File: config.mk
export PLATFORM = sky130hd
export DESIGN_NAME = i2c_scl_rategen
export DESIGN_NICKNAME = d
export VERILOG_FILES = /design/src/rtl/i2c_rg_pkg.sv /design/src/rtl/brg_down_counter.sv /design/src/rtl/scl_phase_seq.sv /design/src/rtl/i2c_scl_rategen.sv
export SDC_FILE = /design/constraint.sdc
export NUM_CORES = 1
export LEC_CHECK = 0
export ABC_AREA = 1
export BUFFER_PORTS_ARGS = -buffer_cell sky130_fd_sc_hd__clkbuf_2
export CORE_MARGIN = 3
export CORE_UTILIZATION = 50
export CTS_BUF_LIST = sky130_fd_sc_hd__clkbuf_16
export CTS_CLUSTER_SIZE = 10
export DETAILED_ROUTE_END_ITERATION = 8
export MAX_ROUTING_LAYER = met4
export PLACE_DENSITY = 0.7
export SYNTH_ARGS = -nofsm -noshare
export SYNTH_HDL_FRONTEND = slang
export SYNTH_SLANG_ARGS = --single-unit
File: constraint.sdc
create_clock -name clk -period 3.45 [get_ports clk]
set_input_delay 0.69 -clock clk [delete_from_list [all_inputs] [get_ports clk]]
set_output_delay 0.69 -clock clk [all_outputs]
set_load 0.1 [all_outputs]
File: src/rtl/i2c_rg_pkg.sv
package i2c_rg_pkg;

  typedef enum logic [1:0] {
    PH_IDLE = 2'd0,
    PH_LOW  = 2'd1,
    PH_HIGH = 2'd2
  } scl_phase_e;

  // Counter value at which the middle of a high half is reached.
  function automatic int mid_count(input int reload);
    return reload / 2;
  endfunction

endpackage

File: src/rtl/brg_down_counter.sv
module brg_down_counter #(
  parameter int W = 7
) (
  input  logic         clk,
  input  logic         rst_n,
  input  logic         load,
  input  logic [W-1:0] load_val,
  input  logic         run,
  output logic [W-1:0] cnt,
  output logic         at_zero
);

  always_ff @(posedge clk) begin
    if (!rst_n)                 cnt <= '0;
    else if (load)              cnt <= load_val;
    else if (run && !at_zero)   cnt <= cnt - 1'b1;
  end

  assign at_zero = (cnt == '0);

  // Zero is sticky until a reload.
  p_zero_sticky_r6: assert property (@(posedge clk) disable iff (!rst_n)
    (at_zero && !load) |=> at_zero);

  // Without a load the count never rises.
  p_no_count_up_r3: assert property (@(posedge clk) disable iff (!rst_n)
    !load |=> (cnt <= $past(cnt)));

endmodule

File: src/rtl/scl_phase_seq.sv
module scl_phase_seq
  import i2c_rg_pkg::*;
#(
  parameter int PULSES = 9
) (
  input  logic       clk,
  input  logic       rst_n,
  input  logic       start,
  input  logic       roll,
  output scl_phase_e phase,
  output logic       scl_drive,
  output logic       done
);

  localparam int PW = (PULSES > 1) ? $clog2(PULSES) : 1;
  localparam logic [PW-1:0] LAST = PW'(PULSES - 1);

  logic [PW-1:0] pulses_q;

  always_ff @(posedge clk) begin
    if (!rst_n) begin
      phase     <= PH_IDLE;
      scl_drive <= 1'b1;
      done      <= 1'b0;
      pulses_q  <= '0;
    end else begin
      done <= 1'b0;
      unique case (phase)
        PH_IDLE: if (start) begin
          phase     <= PH_LOW;
          scl_drive <= 1'b0;
          pulses_q  <= '0;
        end
        PH_LOW: if (roll) begin
          phase     <= PH_HIGH;
          scl_drive <= 1'b1;
        end
        PH_HIGH: if (roll) begin
          scl_drive <= 1'b0;
          if (pulses_q == LAST) begin
            phase <= PH_IDLE;
            done  <= 1'b1;
          end else begin
            pulses_q <= pulses_q + 1'b1;
            phase    <= PH_LOW;
          end
        end
        default: phase <= PH_IDLE;
      endcase
    end
  end

  // SCL only moves on a rollover or on a start.
  p_scl_moves_on_event_r3: assert property (@(posedge clk) disable iff (!rst_n)
    !$stable(scl_drive) |-> $past(roll || start));

  p_done_one_cycle_r7: assert property (@(posedge clk) disable iff (!rst_n)
    done |=> !done);

  p_done_with_low_r7: assert property (@(posedge clk) disable iff (!rst_n)
    done |-> (!scl_drive && phase == PH_IDLE));

  p_idle_holds_level_r6: assert property (@(posedge clk) disable iff (!rst_n)
    (phase == PH_IDLE && !start) |=> $stable(scl_drive));

  p_pulse_bound_r6: assert property (@(posedge clk) disable iff (!rst_n)
    pulses_q <= LAST);

endmodule

File: src/rtl/i2c_scl_rategen.sv
module i2c_scl_rategen
  import i2c_rg_pkg::*;
#(
  parameter int RLD_W  = 7,
  parameter int PULSES = 9
) (
  input  logic             clk,
  input  logic             rst_n,
  input  logic [RLD_W-1:0] reload_val,
  input  logic             buf_wr,
  input  logic             scl_in,
  output logic             scl_drive,
  output logic             bit_sample,
  output logic             xfer_done
);

  scl_phase_e       phase;
  logic [RLD_W-1:0] rl_q;
  logic [RLD_W-1:0] cnt;
  logic [RLD_W-1:0] load_val_w;
  logic [RLD_W-1:0] mid_w;
  logic             at_zero;
  logic             accept_w;
  logic             hi_wait_w;
  logic             run_w;
  logic             roll_w;
  logic             load_w;

  // Named internal events.
  assign accept_w   = buf_wr && (phase == PH_IDLE);
  assign hi_wait_w  = (phase == PH_HIGH) && !scl_in;
  assign run_w      = (phase != PH_IDLE) && !hi_wait_w;
  assign roll_w     = run_w && at_zero;
  assign load_w     = accept_w || roll_w || hi_wait_w;
  assign load_val_w = accept_w ? reload_val : rl_q;
  assign mid_w      = RLD_W'(mid_count(int'(rl_q)));

  always_ff @(posedge clk) begin
    if (!rst_n)        rl_q <= '0;
    else if (accept_w) rl_q <= reload_val;
  end

  brg_down_counter #(.W(RLD_W)) u_cnt (
    .clk      (clk),
    .rst_n    (rst_n),
    .load     (load_w),
    .load_val (load_val_w),
    .run      (run_w),
    .cnt      (cnt),
    .at_zero  (at_zero)
  );

  scl_phase_seq #(.PULSES(PULSES)) u_seq (
    .clk       (clk),
    .rst_n     (rst_n),
    .start     (accept_w),
    .roll      (roll_w),
    .phase     (phase),
    .scl_drive (scl_drive),
    .done      (xfer_done)
  );

  assign bit_sample = (phase == PH_HIGH) && scl_in && (cnt == mid_w);

  p_busy_write_ignored_r9: assert property (@(posedge clk) disable iff (!rst_n)
    (phase != PH_IDLE) |=> $stable(rl_q));

  p_sample_when_high_r8: assert property (@(posedge clk) disable iff (!rst_n)
    bit_sample |-> (scl_drive && scl_in));

  p_stretch_holds_r5: assert property (@(posedge clk) disable iff (!rst_n)
    hi_wait_w |=> (cnt == rl_q && phase == PH_HIGH));

  p_count_in_range_r3: assert property (@(posedge clk) disable iff (!rst_n)
    (phase != PH_IDLE) |-> (cnt <= rl_q));

endmodule

# [Word-level counts from Yosys, hierarchy flattened]
# Cells that the tools add are included.
[totals] ff_bits=22 wordCells=55
[op_classes] n_addsub=2 n_eq_ne=8 mux=17 reduce_logical=22
[ops] operator="7-bit two-way mux" n=3
[ops] operator="4-bit two-way mux" n=3
[ops] operator="2-bit inequality test (second input constant)" n=4
[ops] operator="4-bit one-hot mux with 2 select lines" n=1
[ops] operator="4-bit AND reduction" n=2
[ops] operator="7-bit by 6-bit equality test with 1-bit output" n=1
[ops] operator="1-bit logical AND" n=7
[ops] operator="7-bit logical NOT" n=1
[ops] operator="7-bit by 1-bit subtractor with 7-bit output (second input constant)" n=1
[ops] operator="2-bit two-way mux" n=3
[ops] operator="2-bit one-hot mux with 3 select lines" n=1
[ops] operator="3-bit AND reduction" n=2
[ops] operator="2-bit nonzero test" n=3
[ops] operator="1-bit two-way mux" n=5
[ops] operator="4-bit by 1-bit adder with 4-bit output (second input constant)" n=1
[ops] operator="4-bit equality test (second input constant)" n=1
[ops] operator="1-bit logical NOT" n=3
[ops] operator="1-bit one-hot mux with 3 select lines" n=1
[ops] operator="3-bit nonzero test" n=1
[ops] operator="2-bit by 1-bit equality test with 1-bit output (second input constant)" n=1
[ops] operator="2-bit equality test (second input constant)" n=1
[ops] operator="2-bit logical NOT" n=1
[ops] operator="1-bit logical OR" n=2

# [Logic depth before layout (Yosys ltp)]
# Gate-level depths: netlist of run 1.
[logic_depth] depth_word=8 mapped_depth=11

# [Hierarchy]
# From an unflattened synthesis of run 1, not the netlist that was laid out.
[unflattened] hier_cells=246 area_unflattened_um2=1498.9
[modules_own_cells] mod="brg_down_counter" n_inst=1 cells_each=92 area_each_um2=530.5
[modules_own_cells] mod="i2c_scl_rategen" n_inst=1 cells_each=88 area_each_um2=529.3
[modules_own_cells] mod="scl_phase_seq" n_inst=1 cells_each=66 area_each_um2=439.2

# [Worst setup path after synthesis of run 1]
# Ideal clock, no wire load.
[synth_timing] kind="input port to output port" from="input scl_in" to="output bit_sample" t_arrival_ns=2.284 required_time_ns=2.760 path_slack_ns=0.476 stages=4 path_cell_list="inv_1 -> a211oi_1 -> o2111ai_1 -> nor2_1"
[synth_via] elab_chain_cells=2
[synth_lines] item="start, declared" line="i2c_scl_rategen.sv:11" text="input logic scl_in,"
[synth_lines] item="1-bit logical AND (2 in a row)" line="i2c_scl_rategen.sv:63" text="assign bit_sample = (phase == PH_HIGH) && scl_in && (cnt == mid_w);"
[synth_lines] item="end, declared" line="i2c_scl_rategen.sv:13" text="output logic bit_sample,"
# No other way between the ends.

# [Final worst setup path of run 1]
[layout_timing] from="register u_seq.phase[1]" to="output bit_sample"
[layout_via] elab_chain_cells=3
[layout_lines] item="start, declared" line="scl_phase_seq.sv:10" text="output scl_phase_e phase,"
[layout_lines] item="start signal, assigned" line="scl_phase_seq.sv:22" text="phase <= PH_IDLE;"
[layout_lines] item="start signal, assigned" line="scl_phase_seq.sv:30" text="phase <= PH_LOW;"
[layout_lines] item="start signal, assigned" line="scl_phase_seq.sv:35" text="phase <= PH_HIGH;"
[layout_lines] item="2-bit equality test" line="i2c_scl_rategen.sv:63"
[layout_lines] item="1-bit logical AND (2 in a row)" line="i2c_scl_rategen.sv:63"
# No other way between the ends.

==> impl_metrics.yaml, run 1 <==
clock_tree:
  cts_max_level: 1
  root_buffer: "clkbuf_16"
  postCtsSetupBuffers: 0
  cts_hold_buf: 0
  cts.sinks: 22
  cts.repair.resized: 0
  cts-buffers-inserted: 3
  insertion_delay_ns: 0.25
  clock_path_buffers: 2
  clk_pin_slew_ns: 0.06
  cts_tree: "built"
floorplanning:
  fp.dieH_um: 57.4
  die_w_um: 57.4
  ios: 14
  initial_core_util: 0.559
  core_mm2: 0.00236
  dieArea_mm2: 0.00329
  fp-row-count: 17
power:
  vdd_drop_max_mv: 0.709
  switchingPower_uw: 652
  p_int_uw: 828
  comb_power_share: 0.497
  power_density_mw_per_mm2: 983
  leakage_uw: 0.000754
  power.clock.fraction: 0.217
  seqPwrFrac: 0.286
  p_sw_frac: 0.440
  fin_total_pwr_uw: 1480
sta:
  setup_tns_ns: 0
  final-setup-viol-count: 0
  min_period_ns: 2.68
  finClkSkew_ns: 0.00363
  final_max_slew_viol_count: 0
  hold_slack_ns: 0.466
  fmax_mhz: 373
  period_share: 0.776
  hold_violations: 0
  slew_headroom: 0.643
  worstMarginPinSlew_ns: 0.538
  rsz0062_at_grt: "false"
synth:
  ys.flop_type: "dfxtp_1"
  synthCells: 189
  ys_seq_area_frac: 0.334
  synth_edf_count: 0
  yosys.area.top_type_share: 0.334
  synth_area_leaders: "dfxtp_1 33%, nand2_1 14%, inv_1 8.5%"
  ys_async_sr_fraction: 0
  synth-seq-cells: 22
  synth_top_cell_by_area: "dfxtp_1"
  syn_nets: 203
  synth_area_mm2: 0.00132
  syn_area_per_cell_um2: 6.98
  synthDistinctLibCells: 31
  ys_warn_count: 0
route:
  drc_errors: 0
  first_iter_violations: 46
  vias_per_cell: 5.20
  ant_nets: 0
  wl_per_cell_um: 12.2
  num_vias: 1202
  totalWireLength_um: 2820
  first_pass_iters: 4
place:
  gp_congestion: 0.896
  hpwl_um: 2190
  port_buffers: 13
job:
  drv_cap: 0
setup_path:
  r2r-end: "u_seq.pulses_q[3]"
  rr_worst_depth: 9
  required_ns: 2.76
  crit_path_end: "bit_sample"
  start_kind: "flop"
  crit_start: "u_seq.phase[1]"
  critPathCaptureType: "output port"
  crit_path_top_delay_cell: "dfxtp_1"
  reg2reg_slack_ns: 1.82
  crit_chain: "inv_2 -> nor2_4 -> o21ai_0 -> a221oi_2 -> nand2_1 -> nor2_1 -> clkbuf_2"
  critPathMaxFanout: 5
  cp_data_arrival_time_ns: 1.99
  slowest_delay_ns: 0.47
  crit_type: "reg -> out"
  r2r_start: "u_cnt.cnt[0]"
layout:
  post-route-util: 0.638
  diodes: 0
  syn_to_final_growth_pct: 14.0
  post_route_cells_drive_above_1_share: 0.177
  n_fill_cell: 227
  num-nets-final: 218
global_route:
  antenna_found_initial: 0
  grt_util_all_layers: 0.197
  grt_pass1_vias: 1120
  grt_start_max_net_pins: 15
  grt_pass1_wl_um: 5040
  overflow: 0
run_status:
  status: "complete, no violations"
min_path:
  min-delay-start: "u_seq.scl_drive"
  hp-class: "reg -> reg"
-- worst min-delay path by stage --
stage | to | slack, ns | depth (start not counted)
after floorplan | u_cnt.cnt[6] | 0.46 | 2
after global placement | u_seq.scl_drive | 0.44 | 2
after detailed placement | u_seq.scl_drive | 0.46 | 2
after CTS | u_seq.scl_drive | 0.47 | 2
after global routing | rl_q[1] | 0.52 | 2
final | u_seq.scl_drive | 0.47 | 2
-- per-stage QoR --
stage | setup WS [ns] | area [um2] | std cells
final | 0.772 | 1510 | 231
after CTS | 0.783 | 1510 | 231
after detailed placement | 0.963 | 1400 | 227
after global placement | 0.992 | 1400 | 227
after floorplan | 0.476 | 1320 | 189
after global routing | 0.689 | 1510 | 231
-- placed cells by master, fill, tap and decap left out, drive strengths merged, types with 3 or more instances in the layout --
| cell type | synthesis | layout |
|---|---|---|
| dfxtp | 22 | 22 |
| clkbuf | 1 | 16 |
| nand2 | 57 | 57 |
| o21a | 3 | 3 |
| a21oi | 9 | 9 |
| ha | 3 | 3 |
| o21ai | 7 | 7 |
| xnor2 | 3 | 3 |
| nor2 | 22 | 22 |
| inv | 33 | 33 |
| xor2 | 3 | 3 |
| nand3 | 12 | 12 |
-- logic make-up after synthesis --
kind of cell / count (synthesis) / share of synthesized area
adders and majority gates: 3 / 0.0284
AOI/OAI and AO/OA: 27 / 0.138
buffers and inverters: 36 / 0.109
DFF: 22 / 0.334
and+or+nand+nor: 95 / 0.351
xor gates and xnor gates: 6 / 0.0398
-- registers in the layout (all words and copies together) (netlist names) --
name / count
u_seq.scl_drive: 1
u_seq.phase: 2
u_cnt.cnt: 7
u_seq.pulses_q: 4
u_seq.done: 1
rl_q: 7
-- Yosys cell counts (2+ instances only) --
| master | n |
|---|---|
| xnor2_1 | 3 |
| inv_2 | 3 |
| xor2_1 | 3 |
| a21oi_1 | 7 |
| nand2_4 | 4 |
| dfxtp_1 | 22 |
| inv_1 | 30 |
| o21a_1 | 3 |
| o21ai_0 | 5 |
| a21oi_2 | 2 |
| ha_1 | 3 |
| nor2_1 | 18 |
| o21ai_1 | 2 |
| nand4_1 | 2 |
| nand2_2 | 3 |
| a31oi_1 | 2 |
| nand3_1 | 11 |
| nor2_4 | 4 |
| nand2_1 | 50 |
-- layout make-up --
type                    instances  area (um2)  area share
repair buffers                 13        65.1      0.0432
multi-input cells             131         736       0.489
flip-flops and latches         22         440       0.293
clock inverters                 1        30.0      0.0200
clock buffers                   3        75.1      0.0499
inverters                      33         124      0.0823
well taps                      28        35.0      0.0233
-- worst max-delay path, delay by kind of cell (launching register included) --
kind            cells  cell delay (ns)
simple gates        3             0.37
buf+inv             2             0.56
compound gates      2             0.33
flops               1             0.47
-- per-layer routing --
metal	global-route usage	share of wire
met5	-	0
met4	0.0397	0.011
met3	0.0588	0.053
met1	0.257	0.48
met2	0.300	0.46
-- power by group through the flow --
stage	clock network [uW]	registers, uW	logic, uW
global placement	0	418	711
CTS	326	421	737
global route	335	434	847
detailed placement	0	426	730
floorplan	0	441	579
finish	321	423	736
(Power assumes the default switching activity.)
==> run 2, diff against run 1 <==
ABC_AREA = 0   (was 1)
clock period = 2.8 ns   (was 3.45 ns; I/O delays follow)
==> run 2 against run 1 <==
Effect of this change:
- clock power is 8.7% lower
- count of clock-buffer cells in the layout stayed put
- core utilization is 1.9 points lower
- global-route usage is 0.64 points lower
- die area is 0.68% lower
- area after synthesis is 0.76% lower
- hold slack better by 0.019 ns
- sequential power is 6.4% higher
- first-iteration DRC count is 28% lower
- sequential share of layout area is 1.2 points higher
- clock skew is 0.00072 ns higher
- synthesized cell count is 21% lower
- critical path type unchanged
- critical endpoint unchanged
- largest power group unchanged
==> impl_metrics.yaml, run 2 <==
sta:
  final_max_slew_viol_count: 0
  rsz0062_at_grt: "false"
  min_period_ns: 2.44
  final-setup-viol-count: 0
  slew_headroom: 0.582
  period_share: 0.870
  hold_slack_ns: 0.485
  finClkSkew_ns: 0.00435
  worstMarginPinSlew_ns: 0.627
  hold_violations: 0
  setup_tns_ns: 0
  fmax_mhz: 410
power:
  p_int_uw: 777
  power.clock.fraction: 0.227
  leakage_uw: 0.000572
  p_sw_frac: 0.399
  power_density_mw_per_mm2: 894
  comb_power_share: 0.425
  switchingPower_uw: 515
  vdd_drop_max_mv: 0.460
  seqPwrFrac: 0.348
synth:
  synthDistinctLibCells: 49
  synth_top_family_by_area: "simple AND/OR/NAND/NOR gates"
  synth.most_common_cell: "dfxtp_1"
  syn_nets: 164
  synth_common_cells: "22 x dfxtp_1, 15 x nand2_1, 10 x nor2_1, 8 x mux2i_1"
  synth-xor-area-share: 0.0401
  syn_area_per_cell_um2: 8.73
  synth_area_mm2: 0.00131
  synth_top_cell_by_area: "dfxtp_1"
  synth_edf_count: 0
  synth_compound_area_frac: 0.160
  synth_area_leaders: "dfxtp_1 34%, mux2i_1 6.1%, nand2_1 4.3%"
  synthAdderAreaFrac: 0.0287
  ys_seq_area_frac: 0.336
  synth-seq-cells: 22
  ys_async_sr_fraction: 0
  yosys.area.top_type_share: 0.336
  synthCells: 150
  ys_warn_count: 0
  muxShareOfSynthArea: 0.0955
  synthSimpleGateAreaFrac: 0.275
  ys.flop_type: "dfxtp_1"
floorplanning:
  dieArea_mm2: 0.00327
  fp.dieH_um: 57.2
  fp-row-count: 17
  core_mm2: 0.00234
  die_w_um: 57.2
  initial_core_util: 0.560
  ios: 14
setup_path:
  cp_data_arrival_time_ns: 1.88
  crit_path_top_delay_cell: "dfxtp_1"
  reg2reg_slack_ns: 0.66
  r2r_start: "u_cnt.cnt[0]"
  required_ns: 2.24
  crit_chain: "nand2_1 -> nor4_1 -> nand4_1 -> nor3_2 -> buf_4"
  r2r-end: "u_cnt.cnt[1]"
  start_kind: "flop"
  crit_type: "reg -> out"
  slowest_delay_ns: 0.53
  rr_worst_depth: 6
  critPathCaptureType: "output port"
  critPathMaxFanout: 11
min_path:
  hold_path_end: "rl_q[0]"
  hold_depth: 2
  hp-class: "reg -> reg"
  min-delay-start: "rl_q[0]"
clock_tree:
  insertion_delay_ns: 0.25
  postCtsSetupBuffers: 0
  clock_path_buffers: 2
  cts-buffers-inserted: 3
  root_buffer: "clkbuf_16"
  cts.repair.resized: 0
  clk_pin_slew_ns: 0.06
  cts_max_level: 1
  cts_tree: "built"
  cts_hold_buf: 0
  cts.sinks: 22
route:
  vias_per_cell: 5.94
  wl_per_cell_um: 15.0
  num_vias: 1110
  first_iter_violations: 33
  totalWireLength_um: 2810
  ant_nets: 0
  drc_errors: 0
  first_pass_iters: 4
global_route:
  grt_pass1_vias: 1115
  grt_pass1_wl_um: 4870
  overflow: 0
  grt_start_max_net_pins: 21
  grt_util_all_layers: 0.190
  antenna_found_initial: 0
layout:
  num-nets-final: 175
  reg_top3: "rl_q (7), u_cnt.cnt (7), u_seq.pulses_q (4)"
  final_common_cell: "dfxtp_1"
  diodes: 0
  mostFrequentLayoutCells: "22 x dfxtp_1, 15 x nand2_1, 12 x clkbuf_2, 10 x nor2_1, 8 x mux2i_1"
  post_route_cells_drive_above_1_share: 0.182
  syn_to_final_growth_pct: 10.4
place:
  gp_congestion: 0.930
  port_buffers: 13
  hpwl_um: 2040
job:
  drv_cap: 0
run_status:
  status: "complete, no violations"
-- run 2: worst max-delay path by stage --
stage | start | to | slack, ns | cells past startpoint
finish | u_seq.phase[1] | bit_sample | 0.36 | 5
global route | u_seq.phase[1] | bit_sample | 0.24 | 5
CTS | u_seq.phase[1] | bit_sample | 0.38 | 5
detailed placement | scl_in | bit_sample | 0.52 | 6
global placement | scl_in | bit_sample | 0.55 | 6
floorplan | scl_in | bit_sample | 0.05 | 4
-- run 2: layout make-up --
type / count / area (um2)
Tap cell: 28 / 35.0
Timing Repair Buffer: 14 / 75.1
Inverter: 8 / 30.0
Sequential cell: 22 / 440
Fill cell: 218 / 893
Clock buffer: 3 / 75.1
Multi-Input combinational cell: 112 / 791
-- run 2: worst max-delay path, delay by kind of cell, from the launching register on --
kind          cells  cell delay (ns)
flops             1             0.53
buf+inv           1             0.31
simple gates      4             0.79
-- run 2: per-layer routing --
layer | up-vias | track usage | part of all wire
li1 | 558 | - | -
met1 | 525 | 0.255 | 0.50
met2 | 23 | 0.297 | 0.46
met3 | 4 | 0.0271 | 0.031
met4 | 0 | 0.0563 | 0.0089
met5 | - | - | 0
-- run 2: logic make-up after synthesis --
family / after synthesis
flip-flops: 22
AO/OA/AOI/OAI: 29
AND/OR/NAND/NOR: 62
adder cells (fa/ha/maj): 3
multiplexers: 12
XOR/XNOR: 6
buffers and inverters: 16
-- run 2: through the flow --
stage | cells | setup WS, ns | utilization | area (um2) | power [uW]
3_3_place_gp | 184 | 0.552 | 0.586 | 1370 | 980
5_1_grt | 187 | 0.242 | 0.618 | 1450 | 1380
2_1_floorplan | 150 | 0.0491 | - | 1320 | 918
4_1_cts | 187 | 0.381 | 0.618 | 1450 | 1290
6_report | 187 | 0.364 | 0.618 | 1450 | 1290
3_5_place_dp | 184 | 0.521 | 0.586 | 1370 | 990
-- run 2: power groups by stage --
stage	Sequential, uW	Clock, uW	Combinational [uW]
6_report	450	293	550
3_3_place_gp	452	0	529
2_1_floorplan	452	0	466
5_1_grt	459	310	609
4_1_cts	449	298	544
3_5_place_dp	455	0	535
==> run 3, diff against run 2 <==
--- a/constraint.sdc
+++ b/constraint.sdc
@@ -3,2 +3,2 @@
 set_output_delay 0.56 -clock clk [all_outputs]
-set_load 0.1 [all_outputs]
+set_load 0.05 [all_outputs]
==> run 3 against run 2 <==
Effect of this change:
- routed wire length is 1.7% higher
- highest routed layer unchanged
- total power is 1.0% lower
- sequential share of layout area is 0.079 points higher
- critical path depth stayed put
- clock skew hardly changed
- largest power group unchanged
- largest cell class unchanged
- combinational power is 4.2% lower
- maximum frequency is 0.70% lower
==> impl_metrics.yaml, run 3 (synthesized netlist as in run 2, its figures left out) <==
layout:
  mostFrequentLayoutCells: "22 x dfxtp_1, 15 x nand2_1, 13 x clkbuf_2, 10 x nor2_1, 8 x mux2i_1"
  fin_area_mm2: 0.00144
  syn_to_final_growth_pct: 10.1
  diodes: 0
  num-nets-final: 175
  post_route_cells_drive_above_1_share: 0.175
  final_common_cell: "dfxtp_1"
  reg_top3: "rl_q (7), u_cnt.cnt (7), u_seq.pulses_q (4)"
floorplanning:
  initial_core_util: 0.560
  ios: 14
  fp.dieH_um: 57.2
  die_w_um: 57.2
  dieArea_mm2: 0.00327
  core_mm2: 0.00234
  fp-row-count: 17
clock_tree:
  insertion_delay_ns: 0.26
  clock_path_buffers: 2
  clk_pin_slew_ns: 0.06
  root_buffer: "clkbuf_16"
  cts_hold_buf: 0
  cts_tree: "built"
  postCtsSetupBuffers: 0
  cts-buffers-inserted: 3
  cts.repair.resized: 0
  cts_max_level: 1
  cts.sinks: 22
setup_path:
  cp_data_arrival_time_ns: 1.89
  reg2reg_slack_ns: 0.68
  crit_path_end: "bit_sample"
  critPathCaptureType: "output port"
  rr_worst_depth: 6
  required_ns: 2.24
  r2r-end: "u_cnt.cnt[1]"
  r2r_start: "u_cnt.cnt[0]"
  slowest_delay_ns: 0.54
  crit_start: "u_seq.phase[1]"
  crit_type: "reg -> out"
  crit_path_top_delay_cell: "dfxtp_1"
  critPathMaxFanout: 11
  start_kind: "flop"
  crit_chain: "nand2_1 -> nor4_1 -> nand4_1 -> nor3_1 -> clkbuf_2"
power:
  leakage_uw: 0.000572
  vdd_drop_max_mv: 0.589
  power_density_mw_per_mm2: 887
  fin_total_pwr_uw: 1280
place:
  gp_congestion: 0.896
  hpwl_um: 2140
  port_buffers: 13
  placed_area_mm2: 0.00136
route:
  num_vias: 1106
  totalWireLength_um: 2860
  ant_nets: 0
  wl_per_cell_um: 15.2
  vias_per_cell: 5.88
  first_iter_violations: 25
  drc_errors: 0
  first_pass_iters: 4
sta:
  rsz0062_at_grt: "false"
  final-setup-viol-count: 0
  worstMarginPinSlew_ns: 0.601
  slew_headroom: 0.599
  period_share: 0.876
  hold_slack_ns: 0.487
  min_period_ns: 2.45
  hold_violations: 0
  finClkSkew_ns: 0.00394
  final_max_slew_viol_count: 0
  setup_tns_ns: 0
  fmax_mhz: 408
global_route:
  grt_pass1_wl_um: 4760
  grt_start_max_net_pins: 21
  antenna_found_initial: 0
  overflow: 0
  grt_util_all_layers: 0.191
  grt_pass1_vias: 1046
min_path:
  hp-class: "reg -> reg"
run_status:
  status: "complete, no violations"
job:
  drv_cap: 0
run 3: cell count changes in the layout (fill, tap and decap cells not counted):
cell / before / now
buf_4: 2 / 1
clkinv_1: 1 / 2
nor3_2: 1 / 0
nor3_1: 2 / 3
clkbuf_2: 12 / 13
run 3: layer usage:
metal / GRT usage / wire, um / part of all wire / up-vias
met4: 0.0861 / 45 / 0.016 / 0
met2: 0.282 / 1360 / 0.48 / 25
li1: - / - / - / 556
met1: 0.251 / 1310 / 0.46 / 520
met3: 0.0385 / 143 / 0.050 / 5
met5: - / 0 / 0 / -
run 3: final cells by class:
| class | count | area, um2 |
|---|---|---|
| clock buffer | 3 | 75.1 |
| clock inverter | 1 | 3.75 |
| fill | 205 | 897 |
| inverter | 8 | 30.0 |
| multi-input combinational | 112 | 786 |
| sequential | 22 | 440 |
| tap | 28 | 35.0 |
| timing repair buffer | 14 | 72.6 |
run 3: worst max-delay path: cells and delay by family, from the launching register on:
family | cells | cell delay [ns]
buffers and inverters | 1 | 0.30
AND/OR/NAND/NOR | 4 | 0.81
flip-flops | 1 | 0.54
run 3: worst min-delay path by stage:
stage | start | to | cells past startpoint | slack, ns
2_1_floorplan | rl_q[0] | rl_q[0] | 2 | 0.45
3_3_place_gp | rl_q[0] | rl_q[0] | 2 | 0.46
3_5_place_dp | u_seq.pulses_q[3] | u_seq.pulses_q[3] | 2 | 0.48
4_1_cts | u_seq.pulses_q[3] | u_seq.pulses_q[3] | 2 | 0.48
5_1_grt | u_seq.pulses_q[3] | u_seq.pulses_q[3] | 2 | 0.51
6_report | u_seq.pulses_q[3] | u_seq.pulses_q[3] | 2 | 0.49
run 3: metrics by stage:
stage | utilization | setup slack, ns | instances
2_1_floorplan | - | 0.203 | 150
3_3_place_gp | 0.583 | 0.551 | 184
3_5_place_dp | 0.583 | 0.483 | 184
4_1_cts | 0.617 | 0.350 | 188
5_1_grt | 0.617 | 0.142 | 188
6_report | 0.617 | 0.347 | 188
run 3: power breakdown:
| group | leakage (uW) | total [uW] | internal (uW) | switching (uW) |
|---|---|---|---|---|
| clock network | 0.0000385 | 300 | 190 | 110 |
| registers | 0.000180 | 452 | 369 | 82.5 |
| logic | 0.000354 | 527 | 219 | 308 |
